`config.mk`:
```
export PLATFORM = sky130hd
export DESIGN_NAME = vliw_expander
export DESIGN_NICKNAME = d
export VERILOG_FILES = /design/src/rtl/vliw_exp_pkg.sv /design/src/rtl/vliw_exp_lowbit.sv /design/src/rtl/vliw_exp_slotfile.sv /design/src/rtl/vliw_expander.sv
export SDC_FILE = /design/constraint.sdc
export NUM_CORES = 2
export LEC_CHECK = 0
export CAP_MARGIN = 25
export CORE_AREA = 2 2 417 419
export DETAILED_ROUTE_END_ITERATION = 7
export DIE_AREA = 0 0 419 421
export DONT_BUFFER_PORTS = 1
export HOLD_SLACK_MARGIN = 0.12
export SYNTH_ARGS = -nofsm -noshare
export SYNTH_HDL_FRONTEND = slang
export SYNTH_HIERARCHICAL = 1
export SYNTH_SLANG_ARGS = --single-unit
```
`constraint.sdc`:
```
create_clock -name clk -period 6.9 [get_ports clk]
set_input_delay 0.345 -clock clk [delete_from_list [all_inputs] [get_ports clk]]
set_output_delay 0.345 -clock clk [all_outputs]
set_load 0.1 [all_outputs]
```
`src/rtl/vliw_exp_pkg.sv`:
```
package vliw_exp_pkg;

    typedef enum logic [1:0] {
        ST_MASK = 2'd0,
        ST_OPS  = 2'd1,
        ST_HOLD = 2'd2
    } exp_state_e;

endpackage

```
`src/rtl/vliw_exp_lowbit.sv`:
```
module vliw_exp_lowbit #(
    parameter int N  = 32,
    localparam int IW = (N > 1) ? $clog2(N) : 1
) (
    input  logic [N-1:0]  vec,
    output logic [IW-1:0] idx,
    output logic          any
);

    always_comb begin
        idx = '0;
        any = |vec;
        for (int i = N - 1; i >= 0; i--) begin
            if (vec[i]) idx = IW'(i);
        end
    end

endmodule

```
`src/rtl/vliw_exp_slotfile.sv`:
```
module vliw_exp_slotfile #(
    parameter int NUM_SLOTS = 32,
    parameter int SLOT_W    = 32,
    localparam int IW       = (NUM_SLOTS > 1) ? $clog2(NUM_SLOTS) : 1
) (
    input  logic                        clk,
    input  logic                        rst,
    input  logic                        clr_all,
    input  logic                        wr_en,
    input  logic [IW-1:0]               wr_idx,
    input  logic [SLOT_W-1:0]           wr_data,
    output logic [NUM_SLOTS*SLOT_W-1:0] flat
);

    logic [NUM_SLOTS-1:0] hit;

    for (genvar s = 0; s < NUM_SLOTS; s++) begin : g_slot
        logic [SLOT_W-1:0] slot_d, slot_q;

        assign hit[s] = wr_en && (wr_idx == IW'(s));

        always_comb begin
            slot_d = slot_q;
            if (clr_all)     slot_d = '0;
            else if (hit[s]) slot_d = wr_data;
        end

        always_ff @(posedge clk) begin
            if (rst) slot_q <= '0;
            else     slot_q <= slot_d;
        end

        assign flat[s*SLOT_W +: SLOT_W] = slot_q;
    end

    AST_ONE_SLOT_WRITE: assert property (@(posedge clk) disable iff (rst)
        $onehot0(hit));

    AST_CLEAR_TO_NOP: assert property (@(posedge clk) disable iff (rst)
        (clr_all && !wr_en) |=> (flat == '0));

endmodule

```
`src/rtl/vliw_expander.sv`:
```
module vliw_expander
    import vliw_exp_pkg::*;
#(
    parameter int NUM_SLOTS = 32,
    parameter int SLOT_W    = 32,
    localparam int IW       = (NUM_SLOTS > 1) ? $clog2(NUM_SLOTS) : 1,
    localparam int INSTR_W  = NUM_SLOTS * SLOT_W
) (
    input  logic               clk,
    input  logic               rst,
    input  logic               in_valid,
    output logic               in_ready,
    input  logic [SLOT_W-1:0]  in_data,
    output logic               out_valid,
    input  logic               out_ready,
    output logic [INSTR_W-1:0] out_instr
);

    typedef struct packed {
        exp_state_e           state;
        logic [NUM_SLOTS-1:0] remain;
    } ctl_t;

    ctl_t ctl_d, ctl_q;

    logic                 in_fire;
    logic                 clr_all;
    logic                 wr_en;
    logic [IW-1:0]        low_idx;
    logic                 low_any;
    logic [NUM_SLOTS-1:0] mask_in;

    assign mask_in = in_data[NUM_SLOTS-1:0];

    vliw_exp_lowbit #(.N(NUM_SLOTS)) lowbit_i (
        .vec (ctl_q.remain),
        .idx (low_idx),
        .any (low_any)
    );

    always_comb begin
        ctl_d     = ctl_q;
        clr_all   = 1'b0;
        wr_en     = 1'b0;
        in_ready  = (ctl_q.state != ST_HOLD);
        out_valid = (ctl_q.state == ST_HOLD);
        in_fire   = in_valid && in_ready;
        unique case (ctl_q.state)
            ST_MASK: begin
                if (in_fire) begin
                    clr_all      = 1'b1;
                    ctl_d.remain = mask_in;
                    ctl_d.state  = (mask_in == '0) ? ST_HOLD : ST_OPS;
                end
            end
            ST_OPS: begin
                if (in_fire && low_any) begin
                    wr_en        = 1'b1;
                    ctl_d.remain = ctl_q.remain & (ctl_q.remain - 1'b1);
                    if (ctl_d.remain == '0) ctl_d.state = ST_HOLD;
                end
            end
            ST_HOLD: begin
                if (out_ready) ctl_d.state = ST_MASK;
            end
            default: ctl_d.state = ST_MASK;
        endcase
    end

    always_ff @(posedge clk) begin
        if (rst) begin
            ctl_q.state  <= ST_MASK;
            ctl_q.remain <= '0;
        end else begin
            ctl_q <= ctl_d;
        end
    end

    vliw_exp_slotfile #(.NUM_SLOTS(NUM_SLOTS), .SLOT_W(SLOT_W)) slots_i (
        .clk     (clk),
        .rst     (rst),
        .clr_all (clr_all),
        .wr_en   (wr_en),
        .wr_idx  (low_idx),
        .wr_data (in_data),
        .flat    (out_instr)
    );

    AST_OUT_HELD: assert property (@(posedge clk) disable iff (rst)
        (out_valid && !out_ready) |=> (out_valid && $stable(out_instr)));

    AST_NO_INPUT_WHILE_FULL: assert property (@(posedge clk) disable iff (rst)
        out_valid |-> !in_ready);

    AST_ZERO_MASK_DONE: assert property (@(posedge clk) disable iff (rst)
        (ctl_q.state == ST_MASK && in_valid && mask_in == '0) |=> out_valid);

    AST_ONE_BIT_PER_WORD: assert property (@(posedge clk) disable iff (rst)
        (ctl_q.state == ST_OPS && in_valid) |=>
        ($countones(ctl_q.remain) == $countones($past(ctl_q.remain)) - 1));

    AST_LAST_WORD_DONE: assert property (@(posedge clk) disable iff (rst)
        (ctl_q.state == ST_OPS && in_valid && $countones(ctl_q.remain) == 1) |=> out_valid);

    AST_IDLE_NO_CHANGE: assert property (@(posedge clk) disable iff (rst)
        (!in_valid && !out_valid) |=> $stable(ctl_q.remain));

endmodule

```
==> results.txt <==
In this run the clock root is driven by a sky130_fd_sc_hd__clkbuf_16. The first-pass GRT wire length came out at 213 mm. The final RePlAce weighted congestion is 0.886. The most used flip-flop cell after synthesis is sky130_fd_sc_hd__dfxtp_1. The total routing resource utilization after global routing is 16.9%. Summed over all layers, the global routing overflow is 0. The synthesized area divided by synthesized cell count is 10.3 um2.

The tightest min-delay check is of the input pin to flop type. The worst setup path is of the flop to flop kind. Synthesis produced a netlist whose cell count is 3813. The via count of the first global-routing pass is 27500.

Setup repair after global routing left no endpoint under its margin. Yosys attributes the largest share of cell area to sky130_fd_sc_hd__dfxtp_1 54%, sky130_fd_sc_hd__mux2i_1 26%, sky130_fd_sc_hd__nand2_1 10%. The critical path buffer and inverter count came out at 2. The number of clock buffers inserted by TritonCTS is 108. Setup violations remaining at the end of the flow were counted as 0.

The endpoint class of the critical path is a flop. The maximum net fanout on the critical path came out at 8. The proportion of register bits with asynchronous set or reset after synthesis came out at 0%.

For the worst-skew pair, the clock arrives at the later sink with an insertion delay of 740 ps. The final hold violation count is 0. In this run, synthesis produced a sequential element count of 1058. The CTS clock-pin slew for the worst setup and hold paths came out at 60 ps. From bottom edge to top edge, the die measures 421 um. The H-tree depth came out at 3.

The buffer levels on the longest clock path is 3. The flow ran to the end, and the final reports show no timing, DRC or antenna violations. The areal power density over the cells came out at 295 nW/um2.

The max-cap violation count is 0. During placement, the flow inserted port buffers numbering 0. The largest stage delay on the critical path came out at 860 ps. The count of fill cells added during filler insertion came out at 18100. The post-route DRC violation count came out at 0. The final instance area came out at 45400 um2. The worst setup skew after layout came out at 37.3 ps. Summed over all instances, the cell type with the most area after synthesis is sky130_fd_sc_hd__dfxtp_1. The cell occurring most often along the worst timing path is sky130_fd_sc_hd__o2111ai_1. The clock tree from TritonCTS is built.

The HPWL after detailed placement is 97.0 mm. The area growth from synthesis to layout is 15.6%. The number of vias per cell after detailed routing is 4.53. For this run, the detailed router's first-pass iteration total came to 7. The total placed cells including tap cells came out at 5856. The core region is 172000 um2.

The worst supply voltage drop on vdd is 0.207 mV. The arrival time reported for the critical path endpoint is 5040 ps. The number of DRC markers in iteration 0 is 2289. Counting every sink on the clock net gives 1058.

Pin placement for this block handled 1062 I/O pins. The count of distinct cell types in the synthesized netlist is 64. The cell class contributing the biggest share of worst-path delay is compound AO/OA/AOI/OAI gates.

On the critical path, the stage with the largest delay is an instance of sky130_fd_sc_hd__nand2b_1. STA classifies the critical path startpoint as a flop. The pin count of the biggest net entering global routing came out at 232. The final number of max-transition violations is 0. The library cells used most frequently in the layout, excluding fill and tap cells, are 1058 x sky130_fd_sc_hd__nand2_1, 1058 x sky130_fd_sc_hd__dfxtp_1, 1024 x sky130_fd_sc_hd__mux2i_1.

In this run the horizontal extent of the chip is 419 um. The sequential fraction of the synthesis area came out at 53.9%. The cell area after placement came out at 41100 um2. The peak clock frequency supported by timing came out at 0.225 GHz. In the final layout, the share of cells above drive strength 1 is 8.56%. The net count after synthesis came out at 3849.

The data required time of the critical path is 7490 ps. The number of standard cells in the final layout excluding fillers is 6124. The initial cell density of the core is 22.8%. The floorplan step defined a die boundary enclosing 176000 um2.

The minimum clock period after layout came out at 4450 ps. Yosys printed 6 warnings. The number of buffers added for setup after CTS came out at 0. The number of placement rows came out at 153.

The signal on the critical path passes through nand2b_1, inv_1, a211o_1, a211oi_1, o2111ai_1, nor4_1, o2111ai_1, a31o_1, dlygate4sd3_1. At the pin with the least slew margin, the transition time is 1130 ps. The portion of the clock cycle consumed by the worst path in the final layout is 64.4%.

The final wirelength is 156 mm. The top cell type's share of synthesized area came out at 53.9%. In this run, synthesis inferred 0 flip-flops with an integrated enable.

Measured against its own limit, the worst slew margin works out to 24.5%. The detail-routed net length per standard cell came out at 25.5 um. The initial antenna violation count came out at 5. For the final routed database, the setup TNS stands at 0 ps.

The count of antenna-violating nets left after detailed routing is 0. The final layout net count came out at 3749. The number of vias in the routed layout is 27800. The cell area after synthesis came out at 39300 um2. The static leakage is 22.3 nW.
-- per-layer routing --
layer	up-vias	track usage [%]	wire, um
met5	-	0	10
met4	2	9.21	8450
met3	362	5.04	13200
met2	1206	29.1	76600
met1	13700	18.4	57700
li1	12500	-	-
-- repair_timing --
item,in CTS,in global routing
hold buffers,69,0
hold endpoints to repair,61,0
gates resized for setup,0,0
setup endpoints to repair,0,0
-- where the power goes --
| group | switching (mW) | total, mW | internal [mW] |
|---|---|---|---|
| clock | 2.58 | 5.99 | 3.41 |
| sequential | 0.261 | 6.41 | 6.15 |
| combinational | 0.751 | 0.987 | 0.236 |
| total | 3.59 | 13.4 | 9.80 |
-- stage by stage --
step	power, mW	utilization, %	hold slack (ps)	setup WS (ps)
floorplan	7.12	-	467	3040
global placement	7.47	23.8	424	2990
detailed placement	7.48	23.8	425	3080
CTS	13.5	26.3	130	2500
global route	13.8	26.3	149	2370
finish	13.4	26.3	151	2450
-- cells by family (layout without fill, tap and decap cells) --
logic type      Yosys count  after routing  share of synthesized area (%)
compound gates          111            111                           1.81
fa+ha+maj                 3              3                         0.0764
buf+inv                 351            334                           4.97
flops                  1058           1058                           53.9
mux                    1025           1025                           26.1
other cells               0              3                              0
simple gates           1265           1265                           13.2
-- synth_stat cells (all sizes together) (7+ instances only) --
cell type  count
dfxtp       1058
nand2       1121
nor3          16
nor2          49
or2            7
nor4          25
or4           10
buf          173
clkbuf       165
a22oi         23
o21ai         34
inv           12
a21oi         24
mux2i       1024
-- final cells by class --
type | count | area (um2) | area share (%)
antenna | 3 | 7.51 | 0.0165
clock buffer | 154 | 3110 | 6.84
clock inverter | 39 | 536 | 1.18
inverter | 12 | 45.0 | 0.0991
multi-input combinational | 2404 | 16400 | 36.0
sequential | 1058 | 21200 | 46.6
tap | 2325 | 2910 | 6.40
timing repair buffer | 129 | 1280 | 2.81
-- worst paths after layout --
kind	slack, ps	cells after the start	endpoint	startpoint
setup / recovery	2450	9	ctl_q[32]	ctl_q[32]
hold / removal	150	2	slots_i/g_slot[6].slot_q[31]	in_data[31]
setup reg to reg	2450	9	ctl_q[32]	ctl_q[32]
hold reg to reg	550	2	slots_i/g_slot[17].slot_q[6]	slots_i/g_slot[17].slot_q[6]
-- worst reg2reg max path, stage by stage, from the launching register on --
cell                            delay, ps
sky130_fd_sc_hd__dfxtp_1              440
sky130_fd_sc_hd__nand2b_1             870
sky130_fd_sc_hd__inv_1                770
sky130_fd_sc_hd__a211o_1              470
sky130_fd_sc_hd__a211oi_1             260
sky130_fd_sc_hd__o2111ai_1            150
sky130_fd_sc_hd__nor4_1               350
sky130_fd_sc_hd__o2111ai_1            220
sky130_fd_sc_hd__a31o_1               250
sky130_fd_sc_hd__dlygate4sd3_1        550
-- registers in the layout, summed over array words and instances (netlist names) --
register / cells
ctl_q: 34
slots_i/g_slot.slot_q: 1024
Power figures use the tool's default switching activity.
